### src/rtl/utx_pkg.sv
package utx_pkg;

  localparam int REG_AW = 2;

  localparam logic [REG_AW-1:0] ADDR_STATUS  = 2'd0;
  localparam logic [REG_AW-1:0] ADDR_TXDATA  = 2'd1;
  localparam logic [REG_AW-1:0] ADDR_CONTROL = 2'd2;

  localparam int ST_EMPTY_BIT = 0;
  localparam int ST_BUSY_BIT  = 2;
  localparam int CT_EN_BIT    = 0;
  localparam int CT_PAREN_BIT = 1;
  localparam int CT_ODD_BIT   = 2;
  localparam int CT_FIELDS    = 3;

  typedef enum logic [2:0] {
    TX_IDLE,
    TX_START,
    TX_DATA,
    TX_PARITY,
    TX_STOP
  } tx_state_e;

  typedef struct packed {
    logic odd;
    logic par_en;
    logic en;
  } tx_cfg_t;

endpackage

### src/rtl/utx_regs.sv
module utx_regs
  import utx_pkg::*;
#(
  parameter int DATA_W = 8
) (
  input  logic                 clk,
  input  logic                 rst_n,
  input  logic [REG_AW-1:0]    reg_addr,
  input  logic                 reg_wr,
  input  logic                 reg_rd,
  input  logic [CT_FIELDS-1:0] ctrl_wdata,
  input  logic                 buf_empty,
  input  logic                 tx_busy,
  output tx_cfg_t              cfg,
  output logic                 wr_txdata,
  output logic                 rd_status,
  output logic [DATA_W-1:0]    reg_rdata
);

  tx_cfg_t cfg_q, cfg_d;
  logic    wr_ctrl;

  assign wr_ctrl   = reg_wr && (reg_addr == ADDR_CONTROL);
  assign wr_txdata = reg_wr && (reg_addr == ADDR_TXDATA);
  assign rd_status = reg_rd && (reg_addr == ADDR_STATUS);

  // Parity settings are frozen while the transmitter is enabled
  always_comb begin
    cfg_d = cfg_q;
    if (wr_ctrl) begin
      cfg_d.en = ctrl_wdata[CT_EN_BIT];
      if (!cfg_q.en) begin
        cfg_d.par_en = ctrl_wdata[CT_PAREN_BIT];
        cfg_d.odd    = ctrl_wdata[CT_ODD_BIT];
      end
    end
  end

  always_ff @(posedge clk or negedge rst_n) begin
    if (!rst_n) begin
      cfg_q <= '0;
    end else if (wr_ctrl) begin
      cfg_q <= cfg_d;
    end
  end

  always_comb begin
    reg_rdata = '0;
    unique case (reg_addr)
      ADDR_STATUS: begin
        reg_rdata[ST_EMPTY_BIT] = buf_empty;
        reg_rdata[ST_BUSY_BIT]  = tx_busy;
      end
      ADDR_CONTROL: begin
        reg_rdata[CT_EN_BIT]    = cfg_q.en;
        reg_rdata[CT_PAREN_BIT] = cfg_q.par_en;
        reg_rdata[CT_ODD_BIT]   = cfg_q.odd;
      end
      default: reg_rdata = '0;
    endcase
  end

  assign cfg = cfg_q;

  assert_cfg_locked_R11: assert property (@(posedge clk) disable iff (!rst_n)
    ($past(cfg_q.en) && cfg_q.en) |-> ($stable(cfg_q.par_en) && $stable(cfg_q.odd)));

endmodule

### src/rtl/utx_holdbuf.sv
module utx_holdbuf #(
  parameter int DATA_W = 8
) (
  input  logic              clk,
  input  logic              rst_n,
  input  logic              en,
  input  logic              wr,
  input  logic [DATA_W-1:0] wdata,
  input  logic              rd_status,
  input  logic              shift_ready,
  output logic              load,
  output logic [DATA_W-1:0] load_data,
  output logic              empty,
  output logic              irq
);

  logic              full_q, full_d;
  logic [DATA_W-1:0] buf_q, buf_d;
  logic              irq_q, irq_d;
  logic              wr_ok;

  assign wr_ok = en && wr;
  assign load  = en && full_q && shift_ready;

  always_comb begin
    full_d = full_q;
    buf_d  = buf_q;
    irq_d  = irq_q;
    if (!en) begin
      full_d = 1'b0;
      irq_d  = 1'b0;
    end else begin
      if (load) full_d = 1'b0;
      if (wr_ok) begin
        full_d = 1'b1;
        buf_d  = wdata;
      end
      if (rd_status || wr_ok) irq_d = 1'b0;
      if (load && !wr_ok)     irq_d = 1'b1;
    end
  end

  always_ff @(posedge clk or negedge rst_n) begin
    if (!rst_n) begin
      full_q <= 1'b0;
      irq_q  <= 1'b0;
    end else begin
      full_q <= full_d;
      irq_q  <= irq_d;
    end
  end

  always_ff @(posedge clk or negedge rst_n) begin
    if (!rst_n) begin
      buf_q <= '0;
    end else if (wr_ok) begin
      buf_q <= buf_d;
    end
  end

  assign load_data = buf_q;
  assign empty     = !full_q || !en;
  assign irq       = irq_q;

  assert_write_fills_R5: assert property (@(posedge clk) disable iff (!rst_n)
    (en && wr) |=> full_q);

  assert_irq_on_handoff_R9: assert property (@(posedge clk) disable iff (!rst_n)
    (en && $past(en) && $fell(full_q)) |-> irq_q);

endmodule

### src/rtl/utx_shifter.sv
module utx_shifter
  import utx_pkg::*;
#(
  parameter int DATA_W = 8
) (
  input  logic              clk,
  input  logic              rst_n,
  input  logic              en,
  input  logic              tick,
  input  logic              load,
  input  logic [DATA_W-1:0] load_data,
  input  logic              par_en,
  input  logic              odd,
  output logic              ready,
  output logic              busy_o,
  output logic              txd_o
);

  localparam int              CNT_W    = $clog2(DATA_W);
  localparam logic [CNT_W-1:0] LAST_BIT = CNT_W'(DATA_W - 1);

  tx_state_e         state_q, state_d;
  logic [DATA_W-1:0] shreg_q, shreg_d;
  logic [CNT_W-1:0]  cnt_q, cnt_d;
  logic              par_bit_q, par_bit_d;
  logic              par_use_q, par_use_d;

  assign ready = en && ((state_q == TX_IDLE) || ((state_q == TX_STOP) && tick));

  always_comb begin
    state_d   = state_q;
    shreg_d   = shreg_q;
    cnt_d     = cnt_q;
    par_bit_d = par_bit_q;
    par_use_d = par_use_q;
    if (!en) begin
      state_d = TX_IDLE;
    end else begin
      unique case (state_q)
        TX_IDLE: ;
        TX_START: if (tick) begin
          state_d = TX_DATA;
          cnt_d   = '0;
        end
        TX_DATA: if (tick) begin
          shreg_d = shreg_q >> 1;
          if (cnt_q == LAST_BIT) state_d = par_use_q ? TX_PARITY : TX_STOP;
          else                   cnt_d   = cnt_q + 1'b1;
        end
        TX_PARITY: if (tick) state_d = TX_STOP;
        TX_STOP:   if (tick) state_d = TX_IDLE;
        default:   state_d = TX_IDLE;
      endcase
      if (load) begin
        state_d   = TX_START;
        shreg_d   = load_data;
        par_bit_d = (^load_data) ^ odd;
        par_use_d = par_en;
      end
    end
  end

  always_ff @(posedge clk or negedge rst_n) begin
    if (!rst_n) begin
      state_q   <= TX_IDLE;
      shreg_q   <= '0;
      cnt_q     <= '0;
      par_bit_q <= 1'b0;
      par_use_q <= 1'b0;
    end else begin
      state_q   <= state_d;
      shreg_q   <= shreg_d;
      cnt_q     <= cnt_d;
      par_bit_q <= par_bit_d;
      par_use_q <= par_use_d;
    end
  end

  always_comb begin
    txd_o = 1'b1;
    if (en) begin
      unique case (state_q)
        TX_START:  txd_o = 1'b0;
        TX_DATA:   txd_o = shreg_q[0];
        TX_PARITY: txd_o = par_bit_q;
        default:   txd_o = 1'b1;
      endcase
    end
  end

  assign busy_o = en && (state_q != TX_IDLE);

  assert_busy_ends_on_tick_R6: assert property (@(posedge clk) disable iff (!rst_n)
    (en && $past(en) && $fell(busy_o)) |-> $past(tick));

  assert_bit_held_without_tick_R3: assert property (@(posedge clk) disable iff (!rst_n)
    (en && $past(en) && $past(busy_o) && !$past(tick)) |-> $stable(txd_o));

endmodule

### src/rtl/uart_tx_dbuf.sv
module uart_tx_dbuf
  import utx_pkg::*;
#(
  parameter int DATA_W     = 8,
  parameter int RST_STAGES = 2
) (
  input  logic              clk,
  input  logic              rst_n,
  input  logic              bit_tick,
  input  logic [1:0]        reg_addr,
  input  logic              reg_wr,
  input  logic              reg_rd,
  input  logic [DATA_W-1:0] reg_wdata,
  output logic [DATA_W-1:0] reg_rdata,
  output logic              txd,
  output logic              tx_irq
);

  logic [RST_STAGES-1:0] rst_pipe_q;
  logic                  rst_sync_n;

  always_ff @(posedge clk or negedge rst_n) begin
    if (!rst_n) rst_pipe_q <= '0;
    else        rst_pipe_q <= {rst_pipe_q[RST_STAGES-2:0], 1'b1};
  end
  assign rst_sync_n = rst_pipe_q[RST_STAGES-1];

  tx_cfg_t           cfg;
  logic              wr_txdata, rd_status;
  logic              buf_empty, tx_busy, shift_ready, load;
  logic [DATA_W-1:0] load_data;

  utx_regs #(.DATA_W(DATA_W)) u_regs (
    .clk        (clk),
    .rst_n      (rst_sync_n),
    .reg_addr   (reg_addr),
    .reg_wr     (reg_wr),
    .reg_rd     (reg_rd),
    .ctrl_wdata (reg_wdata[CT_FIELDS-1:0]),
    .buf_empty  (buf_empty),
    .tx_busy    (tx_busy),
    .cfg        (cfg),
    .wr_txdata  (wr_txdata),
    .rd_status  (rd_status),
    .reg_rdata  (reg_rdata)
  );

  utx_holdbuf #(.DATA_W(DATA_W)) u_holdbuf (
    .clk         (clk),
    .rst_n       (rst_sync_n),
    .en          (cfg.en),
    .wr          (wr_txdata),
    .wdata       (reg_wdata),
    .rd_status   (rd_status),
    .shift_ready (shift_ready),
    .load        (load),
    .load_data   (load_data),
    .empty       (buf_empty),
    .irq         (tx_irq)
  );

  utx_shifter #(.DATA_W(DATA_W)) u_shifter (
    .clk       (clk),
    .rst_n     (rst_sync_n),
    .en        (cfg.en),
    .tick      (bit_tick),
    .load      (load),
    .load_data (load_data),
    .par_en    (cfg.par_en),
    .odd       (cfg.odd),
    .ready     (shift_ready),
    .busy_o    (tx_busy),
    .txd_o     (txd)
  );

  assert_disabled_idle_R10: assert property (@(posedge clk) disable iff (!rst_sync_n)
    !cfg.en |-> (txd && !tx_busy && buf_empty));

endmodule

### config.mk
export PLATFORM = sky130hd
export DESIGN_NAME = uart_tx_dbuf
export DESIGN_NICKNAME = d
export VERILOG_FILES = /design/src/rtl/utx_pkg.sv /design/src/rtl/utx_regs.sv /design/src/rtl/utx_holdbuf.sv /design/src/rtl/utx_shifter.sv /design/src/rtl/uart_tx_dbuf.sv
export SDC_FILE = /design/constraint.sdc
export NUM_CORES = 1
export LEC_CHECK = 0
export BUFFER_PORTS_ARGS = -buffer_cell sky130_fd_sc_hd__buf_2
export CAP_MARGIN = 20
export CORE_MARGIN = 2
export CORE_UTILIZATION = 35
export DETAILED_ROUTE_END_ITERATION = 10
export PLACE_DENSITY = 0.57
export SYNTH_ARGS = -nofsm -noshare
export SYNTH_HDL_FRONTEND = slang
export SYNTH_SLANG_ARGS = --single-unit
### constraint.sdc
create_clock -name clk -period 2.4 [get_ports clk]
set_input_delay 0.12 -clock clk [delete_from_list [all_inputs] [get_ports clk]]
set_output_delay 0.12 -clock clk [all_outputs]
set_load 0.005 [all_outputs]
; ---- Yosys cells after proc, flatten, opt, wreduce, memory -nomap -nowiden
; Index checks and enable logic that the tools add are counted.
[op_classes]
add_sub_neg = 1
eq_ne = 18
n_mux = 26
bitwise_logic = 2
n_reduce_logical = 29
[ops]
columns = cell, n
row1 = two-way mux 3 bit, 10
row2 = two-way mux 8 bit, 3
row3 = inequality test 4 x 3 -> 1 bit (second input constant), 5
row4 = case mux 3 bit (5 select lines), 1
row5 = logical AND 1 bit, 10
row6 = two-way mux 1 bit, 8
row7 = parity 8 bit, 1
row8 = == test 3 x 2 -> 1 bit (second input constant), 2
row9 = == test 3 bit (second input constant), 2
row10 = inequality test 2 bit (second input constant), 3
row11 = inequality test 3 x 1 -> 1 bit (second input constant), 2
row12 = case mux 3 bit (2 select lines), 1
row13 = AND reduction 2 bit, 3
row14 = AND reduction 6 bit, 1
row15 = nonzero test 2 bit, 3
row16 = AND reduction 5 bit, 1
row17 = case mux 1 bit (2 select lines), 2
row18 = adder 3 x 1 -> 3 bit (second input constant), 1
row19 = == test 3 x 1 -> 1 bit (second input constant), 1
row20 = logical NOT 1 bit, 3
row21 = logical NOT 3 bit, 1
row22 = logical OR 1 bit, 3
row23 = inequality test 3 x 2 -> 1 bit (second input constant), 1
row24 = case mux 1 bit (3 select lines), 1
row25 = 7 further kinds, 7
[totals]
ff_bits = 31
input_bits = 15
out_inout_bits = 10
wordCells = 88

; ---- Depth between registers and ports, before layout
; Gate-level depths: netlist of run 1.
[logic_depth]
word_depth = 8
ltp_mapped = 7
ltp_nobuf = 5

; ---- By module
; A second synthesis of run 1 with hierarchy kept.
[hier_totals]
hier_cells = 142
area_unflattened_um2 = 1645.3
[modules_own_cells]
columns = module, instances, cells_per_inst, area_per_inst_um2, seq_area_each_um2
row1 = utx_shifter, 1, 90, 945.9, 400.4
row2 = utx_holdbuf, 1, 27, 397.9, 250.2
row3 = utx_regs, 1, 22, 247.7, 75.1
row4 = uart_tx_dbuf, 1, 3, 53.8, 50.0

; ---- Worst setup path before layout of run 1
; No wires, ideal clock.
[synth_timing]
kind = reg2reg
from = register u_shifter.state_q[2]
to = register u_shifter.par_use_q
setup_ps = 125
arrival_time_ps = 1569
t_required_ps = 2275
path_slack_ps = 705
path_stages_with_launch = 6
n_path_buf = 2
synth_period_minus_slack_ps = 1695
path_cell_list = dfrtp_1 or2b_1 or4b_1 buf_2 buf_6 mux2_4
[synth_between]
elab_chain_len = 6
word_cells_on_any_way = 7
classes_between = eq/ne: 1 / reduce/logical: 6
[synth_lines]
columns = item, line_no
row1 = "start, declared", utx_shifter.sv:22  ; tx_state_e state_q, state_d;
row2 = "start signal, assigned", utx_shifter.sv:71  ; state_q <= state_d;
row3 = == test 3 bit, utx_shifter.sv:28  ; assign ready = en && ((state_q == TX_IDLE) || ((state_q == TX_STOP) && tick));
row4 = logical AND 1 bit, utx_shifter.sv:28
row5 = logical OR 1 bit *, utx_shifter.sv:28
row6 = logical AND 1 bit *, utx_shifter.sv:28
row7 = logical AND 1 bit *, utx_holdbuf.sv:23  ; assign load = en && full_q && shift_ready;
row8 = AND reduction 2 bit (no line) *, --
row9 = "end signal, assigned", utx_shifter.sv:75  ; par_use_q <= par_use_d;
row10 = "end, declared", utx_shifter.sv:26  ; logic par_use_q, par_use_d;
; Mark *: on every way between the ends. The rest lies on a longest branch, timed or not.
; A chain may end at the register's enable or synchronous reset.

; ---- Worst setup path in the final report of run 1
[layout_timing]
from = register u_shifter.state_q[1]
to = register u_shifter.par_use_q
; The elaborated chain is that of the path after synthesis.

==> results.toml, run 1 <==
[run_status]
outcome = "completed"

[detailed_routing]
drt_wl_total_mm = 3.14
drt-vias-per-instance = 5.10
first_iter_violations = 45
drc_errors = 0
ant_nets = 0
firstDrtPassIters = 4
via_count = 1162
routedWlPerCell_um = 13.8

[worst_setup_path]
crit_end = "u_shifter.par_use_q"
worstSetupPathType = "reg -> reg"
worstReg2RegEnd = "u_shifter.par_use_q"
worst-path-buf-inv = 0
slowest_stage = "or4b_1"
critPathMaxFanout = 16
cp-end-kind = "flip-flop"
cpLargestDelayFamily = "simple AND/OR/NAND/NOR gates"
worstReg2RegStart = "u_shifter.state_q[1]"
cp.required_ns = 2.56
startpoint = "u_shifter.state_q[1]"
ff2ff_path_depth = 2
start_kind = "flip-flop"
path_depth = 2
critPathArrivalTime_ns = 2.12
max_stage_delay_ns = 0.90
rrSetupSlack_ns = 0.44
worstPathCellList = "or4b_1 > mux2_4"

[synth]
yosysTopAreaCellShare_pct = 47.4
syn_inst = 155
ys_ff_latch = 31
synth.distinct_cells = 38
avgSynthCellArea_um2 = 10.6
syn-cell-area_um2 = 1640
ys_top_cells_by_area = "dfrtp_1, mux2_2, mux2i_1, a21oi_1, a31oi_1"
yosys_warnings = 0
synth_top_cell_by_area = "dfrtp_1"
ys_seq_area_share_pct = 47.4

[cts]
postCtsSetupBuffers = 0
root_buffer = "clkbuf_8"
clk_pin_slew_ns = 0.06
clkSinkCount = 31
cts_resized = 0
cts_max_level = 2
insertion_delay_ns = 0.28
cts_tree = "done"
clockBufferDepth = 2
cts-hold-fix-buffers = 1
numCtsBuffers = 5

[floorplanning]
start_util_pct = 36.8
num_io_pins = 25
dieArea_um2 = 5240
rows = 24
die_w_um = 72.4
core_um2 = 4440
die_height_um = 72.4

[timing]
maxSlewViolCount = 0
fin_crit_sh_pct = 81.5
setup_viol = 0
hold_viol_final = 0
fin_tns_setup_ns = 0
slew-limit-headroom_pct = 60.1
worstMarginPinSlew_ns = 0.599
min_period_ns = 1.96
max_freq_mhz = 511
skew_ns = 0.00435
rsz0062_at_grt = "false"

[power_and_ir_drop]
peakVddDrop_v = 0.000588
p_comb_share_pct = 29.8
p_leak_nw = 0.885
power.density_nw_per_um2 = 934
switching_share_pct = 30.4
power.share.clock_pct = 22.1
p_seq_share_pct = 48.1
switchingPower_uw = 521
p_int_mw = 1.19

[final_layout]
fin_nets = 192
antenna_cells = 0
synthToLayoutAreaGrowth_pct = 12.2
nFillCells = 440
layout.cells.non_filler = 228
drive_gt1_share_pct = 23.3

[place]
place.gp.congestion = 0.786
port-buffer-count = 19
numPlacedInstances = 219
dpl.hpwl_mm = 2.25

[grt]
antenna_found_initial = 0
grt_pass1_wl_mm = 5.42
grt_max_degree = 30
gr-total-overflow = 0
first_global_vias = 1164
track_usage_pct = 13.6

[run]
maxCapViolCount = 0

[worst_hold_path]
min_path_type = "in -> reg"
[through the flow]
step	area (um^2)	hold slack (ns)	setup slack [ns]	util (%)	power, mW
floorplan	1650	-0.176	0.705	-	1.23
global placement	1740	-0.0952	0.493	39.2	1.32
detailed placement	1740	-0.0924	0.459	39.2	1.35
CTS	1840	0.0688	0.458	41.3	1.74
global route	1840	0.0761	0.330	41.3	1.86
finish	1840	0.0725	0.444	41.3	1.71
[synth_stat cells]
cell type / count
a21boi_1: 1
a21oi_1: 11
a22o_1: 1
a31oi_1: 8
a32oi_1: 1
a41oi_1: 1
and2_1: 1
and3_1: 1
and3b_1: 1
buf_2: 3
buf_4: 5
buf_6: 2
clkbuf_1: 4
conb_1: 2
dfrtp_1: 31
ha_1: 2
inv_1: 6
mux2_2: 12
mux2_4: 1
mux2i_1: 10
nand2_1: 12
nand2b_1: 3
nand3_1: 3
nand3b_1: 1
nand4b_1: 1
nor2_1: 6
nor2b_1: 3
nor3_1: 1
nor3b_1: 1
o21ai_0: 7
o22ai_1: 2
o31ai_1: 1
o32ai_1: 1
or2b_1: 1
or4b_1: 1
xnor2_1: 4
xnor3_1: 1
xor2_1: 2
[sequential cells by signal, summed over array words and instances, names as in the netlist, 2 cells and up]
| signal | cells |
|---|---|
| u_holdbuf.load_data | 8 |
| u_shifter.shreg_q | 8 |
| u_regs.cfg | 3 |
| u_shifter.cnt_q | 3 |
| u_shifter.state_q | 3 |
| rst_pipe_q | 2 |
[logic make-up after synthesis]
logic type / Yosys count / share of synthesized area, %
AO/OA/AOI/OAI: 34 / 12.4
XOR/XNOR: 7 / 4.59
adder cells (fa/ha/maj): 2 / 1.53
buffers and inverters: 20 / 6.88
flip-flops: 31 / 47.4
multiplexers: 23 / 15.3
other: 2 / 0.459
AND/OR/NAND/NOR: 36 / 11.5
[power by group through the flow]
stage	clock network [mW]	logic (mW)	registers, mW
floorplan	0	0.443	0.788
global placement	0	0.497	0.825
detailed placement	0	0.515	0.836
CTS	0.395	0.517	0.827
global route	0.427	0.584	0.852
finish	0.379	0.511	0.825
[how the worst min path moves through the flow]
stage | startpoint | end | slack, ns | cells after the start
6_report | reg_wdata[7] | u_holdbuf.load_data[7] | 0.07 | 2
3_5_place_dp | rst_n | rst_pipe_q[1] | -0.09 | 1
4_1_cts | reg_wdata[7] | u_holdbuf.load_data[7] | 0.07 | 2
2_1_floorplan | rst_n | rst_pipe_q[0] | -0.18 | 0
5_1_grt | reg_wdata[3] | u_holdbuf.load_data[3] | 0.08 | 2
3_3_place_gp | rst_n | rst_pipe_q[0] | -0.1 | 1
[area by class of cell]
cell class | instances | area [um^2] | area share [%]
clock buffer | 7 | 76.3 | 4.16
multi-input combinational | 108 | 763 | 41.6
tap | 52 | 65.1 | 3.54
timing repair buffer | 23 | 128 | 6.95
inverter | 6 | 22.5 | 1.23
sequential | 31 | 776 | 42.3
clock inverter | 1 | 5.00 | 0.273
[per-layer routing]
layer	wire length (um)	track usage (%)	vias to the layer above
li1	-	-	575
met1	1430	16.7	552
met2	1510	21.8	26
met3	122	3.89	9
met4	74	7.00	0
met5	0	0	-
[cell usage in the layout (no fill, tap or decap), types with 2 or more instances in the layout]
| cell type | n |
|---|---|
| a21oi_1 | 11 |
| a31oi_1 | 8 |
| buf_2 | 19 |
| buf_4 | 3 |
| clkbuf_1 | 2 |
| clkbuf_8 | 5 |
| conb_1 | 6 |
| dfrtp_1 | 31 |
| ha_1 | 2 |
| inv_1 | 6 |
| mux2_2 | 12 |
| mux2i_1 | 10 |
| nand2_1 | 12 |
| nand2b_1 | 3 |
| nand3_1 | 3 |
| nor2_1 | 6 |
| nor2b_1 | 3 |
| o21ai_0 | 7 |
| o22ai_1 | 2 |
| xnor2_1 | 4 |
| xor2_1 | 2 |
No activity file was read; power rests on OpenSTA's default activity.
==> inputs of run 2 (changes only) <==
- clock period: 2.4 -> 1.8 ns (I/O delays scaled with it)
==> results.toml, run 2 (synthesis gave the netlist of run 1 again) <==
[final_layout]
fin_nets = 198
layout.cells.non_filler = 234
antenna_cells = 0
final_common_cell = "dfrtp_1"
drive_gt1_share_pct = 26.9
layout_common_cells = "dfrtp_1, buf_2, nand2_1, mux2_2, a21oi_1"
synthToLayoutAreaGrowth_pct = 17.1

[place]
dpl.hpwl_mm = 2.31
numPlacedInstances = 225
place.gp.congestion = 0.833
port-buffer-count = 19

[cts]
clkSinkCount = 31
insertion_delay_ns = 0.28
cts_max_level = 2
clk_pin_slew_ns = 0.07
cts_tree = "done"
cts_resized = 0
numCtsBuffers = 5
postCtsSetupBuffers = 0
root_buffer = "clkbuf_8"
clockBufferDepth = 2

[worst_setup_path]
worstSetupPathType = "reg -> reg"
critPathMaxFanout = 13
start_kind = "flip-flop"
cp-end-kind = "flip-flop"
rrSetupSlack_ns = 0.16
ff2ff_path_depth = 4
startpoint = "u_shifter.state_q[2]"
crit_end = "u_shifter.par_use_q"
worstReg2RegStart = "u_shifter.state_q[2]"
cp.required_ns = 1.97
worstReg2RegEnd = "u_shifter.par_use_q"
critPathArrivalTime_ns = 1.81

[power_and_ir_drop]
p_total_mw = 2.49
power.density_nw_per_um2 = 1300
switchingPower_uw = 717
switching_share_pct = 28.7
p_seq_share_pct = 43.4
power.share.clock_pct = 28.2
peakVddDrop_v = 0.000555
p_leak_nw = 0.933
p_int_mw = 1.78
p_comb_share_pct = 28.5

[floorplanning]
core_um2 = 4440
dieArea_um2 = 5240
num_io_pins = 25
die_height_um = 72.4
die_w_um = 72.4
rows = 24
start_util_pct = 36.8

[worst_hold_path]
min_path_type = "in -> reg"
hold_depth = 2

[grt]
grt_max_degree = 30
track_usage_pct = 14.3
gr-total-overflow = 0
first_global_vias = 1253
grt_pass1_wl_mm = 5.83
antenna_found_initial = 0

[detailed_routing]
via_count = 1202
drc_errors = 0
drt_wl_total_mm = 3.16
drt-vias-per-instance = 5.14
first_iter_violations = 39
firstDrtPassIters = 4
routedWlPerCell_um = 13.5
ant_nets = 0

[timing]
fin_crit_sh_pct = 90.9
fin_tns_setup_ns = 0
min_period_ns = 1.64
rsz0062_at_grt = "false"
hold_viol_final = 0
max_freq_mhz = 611
skew_ns = 0.00543
setup_viol = 0
maxSlewViolCount = 0

[run]
maxCapViolCount = 0

[run_status]
outcome = "completed"
## run 2: stage by stage
stage / setup slack, ns / hold slack [ns] / util (%) / cell area, um^2
floorplan: 0.105 / -0.206 / - / 1650
detailed placement: 0.185 / -0.123 / 40.3 / 1790
global placement: 0.214 / -0.125 / 40.3 / 1790
CTS: 0.166 / 0.0255 / 43.1 / 1920
finish: 0.163 / 0.0323 / 43.1 / 1920
global route: 0.0514 / 0.0290 / 43.1 / 1920
## run 2: worst min path at each step
stage,from,endpoint,slack (ns)
final,reg_wdata[5],u_holdbuf.load_data[5],0.03
after global routing,reg_wdata[6],u_holdbuf.load_data[6],0.03
after CTS,reg_wdata[5],u_holdbuf.load_data[5],0.03
after detailed placement,rst_n,rst_pipe_q[0],-0.12
after global placement,rst_n,rst_pipe_q[0],-0.12
after floorplan,rst_n,rst_pipe_q[0],-0.21
## run 2: area by class of cell
cell class / count / area, um^2
fillers: 431 / 2530
inverters: 6 / 22.5
flip-flops and latches: 31 / 776
well taps: 52 / 65.1
repair buffers: 29 / 173
clock buffers: 6 / 82.6
multi-input cells: 108 / 763
clock inverters: 2 / 35.0
## run 2: what timing repair did
item                       4_1_cts  5_1_grt
hold endpoints to repair         2        0
hold buffers                     1        0
setup endpoints to repair        0        0
## run 2: layer usage
layer  routed length, um  up-vias  GRT usage [%]
met4                  73        0           7.82
met3                  98        7           3.47
met2                1590       26           22.6
met5                   0        -              0
met1                1400      582           18.1
li1                    -      587              -
## run 2: critical path, stage by stage, from the launching register on
cell	delay [ns]
dfrtp_1	0.37
or2b_1	0.19
or4b_1	0.44
buf_4	0.22
mux2_4	0.30
## run 2: power groups by stage
stage,combinational (mW),clock (mW),sequential (mW)
2_1_floorplan,0.591,0,1.05
3_3_place_gp,0.693,0,1.08
3_5_place_dp,0.712,0,1.10
4_1_cts,0.720,0.718,1.09
5_1_grt,0.818,0.756,1.11
6_report,0.710,0.702,1.08
==> inputs of run 3 (changes only) <==
- ABC_CLOCK_PERIOD_IN_PS: default -> 1800
- CORE_UTILIZATION: 35 -> 40
- PLACE_DENSITY: 0.57 -> 0.63
==> results.toml, run 3 (synthesis gave the netlist of run 1 again) <==
[run_status]
outcome = "completed"

[final_layout]
nFillCells = 376
fin_nets = 198
register_area_um2 = 776
layout_common_cells = "dfrtp_1, buf_2, nand2_1, mux2_2, a21oi_1"
final_util_pct = 47.4
drive_gt1_share_pct = 26.9
antenna_cells = 0
final_common_cell = "dfrtp_1"
synthToLayoutAreaGrowth_pct = 14.9
multi_input_area_um2 = 763
final_area_um2 = 1880

[timing]
fin_tns_setup_ns = 0
rsz0062_at_grt = "false"
hold_viol_final = 0
worstMarginPinSlew_ns = 0.528
fin_crit_sh_pct = 91.8
max_freq_mhz = 605
whs_ns = 0.0418
maxSlewViolCount = 0
skew_ns = 0.00651
setup_viol = 0
slew-limit-headroom_pct = 64.6
min_period_ns = 1.65

[grt]
antenna_found_initial = 0
grt_pass1_wl_mm = 5.40
gr-total-overflow = 0
first_global_vias = 1171
track_usage_pct = 15.8
grt_max_degree = 30

[worst_setup_path]
cp.required_ns = 1.97
cp-end-kind = "flip-flop"
cpLargestDelayFamily = "simple AND/OR/NAND/NOR gates"
worstPathCellList = "or2b_1 > or4b_1 > buf_4 > mux2_4"
worst-path-buf-inv = 1
slowest_stage = "or4b_1"
worstSetupPathType = "reg -> reg"
start_kind = "flip-flop"
max_stage_delay_ns = 0.44
critPathMaxFanout = 13
critPathArrivalTime_ns = 1.82

[place]
dpl.hpwl_mm = 2.21
place.gp.congestion = 0.822
port-buffer-count = 19
placed_area_um2 = 1790

[cts]
clkSinkCount = 31
numCtsBuffers = 5
cts_resized = 0
postCtsSetupBuffers = 0
root_buffer = "clkbuf_8"
insertion_delay_ns = 0.28
cts_max_level = 2
cts_tree = "done"
clk_pin_slew_ns = 0.07
clockBufferDepth = 2

[power_and_ir_drop]
power.share.clock_pct = 22.3
p_int_mw = 1.60
p_leak_nw = 0.920
switching_share_pct = 31.0
switchingPower_uw = 719
p_seq_share_pct = 46.7
peakVddDrop_v = 0.000882
power.density_nw_per_um2 = 1230
p_comb_share_pct = 31.1

[detailed_routing]
routedWlPerCell_um = 13.2
firstDrtPassIters = 4
drc_errors = 0
drt-vias-per-instance = 5.17
ant_nets = 0
drt_wl_total_mm = 3.06
via_count = 1199
first_iter_violations = 62

[floorplanning]
die_height_um = 68.0
start_util_pct = 41.2
dieArea_um2 = 4620
rows = 23
core_um2 = 3970
num_io_pins = 25
die_w_um = 68.0

[worst_hold_path]
min_path_type = "in -> reg"

[run]
maxCapViolCount = 0
==> run 3: final timing paths <==
kind	start	to	slack (ns)	cells past startpoint
worst max-delay path	u_shifter.state_q[2]	u_shifter.par_use_q	0.15	4
worst min-delay path	reg_wdata[7]	u_holdbuf.load_data[7]	0.04	2
worst max register to register	u_shifter.state_q[2]	u_shifter.par_use_q	0.15	4
worst min register to register	rst_pipe_q[1]	u_regs.cfg[1]	0.24	1
max in group asynchronous	rst_pipe_q[1]	u_holdbuf.load_data[6]	1.28	1
min in group asynchronous	rst_n	rst_pipe_q[1]	0.11	2
==> run 3: worst register-to-register path, cell delays in order, from the launching register on <==
cell and delay [ns]:
dfrtp_1 0.39, or2b_1 0.18, or4b_1 0.44, buf_4 0.22, mux2_4 0.31
==> run 3: stage by stage <==
step / instances / setup WS, ns / total power, mW
finish: 232 / 0.147 / 2.32
global route: 232 / 0.0489 / 2.49
CTS: 232 / 0.156 / 2.35
detailed placement: 223 / 0.174 / 1.82
global placement: 223 / 0.216 / 1.78
floorplan: 159 / 0.105 / 1.64
==> run 3: timing repair <==
item	CTS	global route
endpoints found under the setup margin	0	0
hold buffers	1	0
endpoints found under the hold margin	2	0
==> run 3: routing by layer <==
layer | routed length, um | global-route usage, % | up-vias
met4 | 48 | 6.50 | 0
li1 | - | - | 586
met1 | 1430 | 21.0 | 571
met2 | 1410 | 23.7 | 36
met5 | 0 | 0 | -
met3 | 166 | 5.43 | 6
==> run 3: layout make-up <==
| cell class | count | area share [%] |
|---|---|---|
| Clock buffer | 5 | 3.66 |
| Clock inverter | 3 | 0.798 |
| Inverter | 6 | 1.20 |
| Multi-Input combinational cell | 108 | 40.6 |
| Sequential cell | 31 | 41.3 |
| Tap cell | 50 | 3.33 |
| Timing Repair Buffer | 29 | 9.18 |
==> run 3: power groups by stage <==
stage,Sequential [mW],Combinational (mW),Clock (mW)
floorplan,1.05,0.591,0
global placement,1.09,0.697,0
detailed placement,1.09,0.725,0
CTS,1.08,0.729,0.536
global route,1.11,0.804,0.577
finish,1.08,0.720,0.516
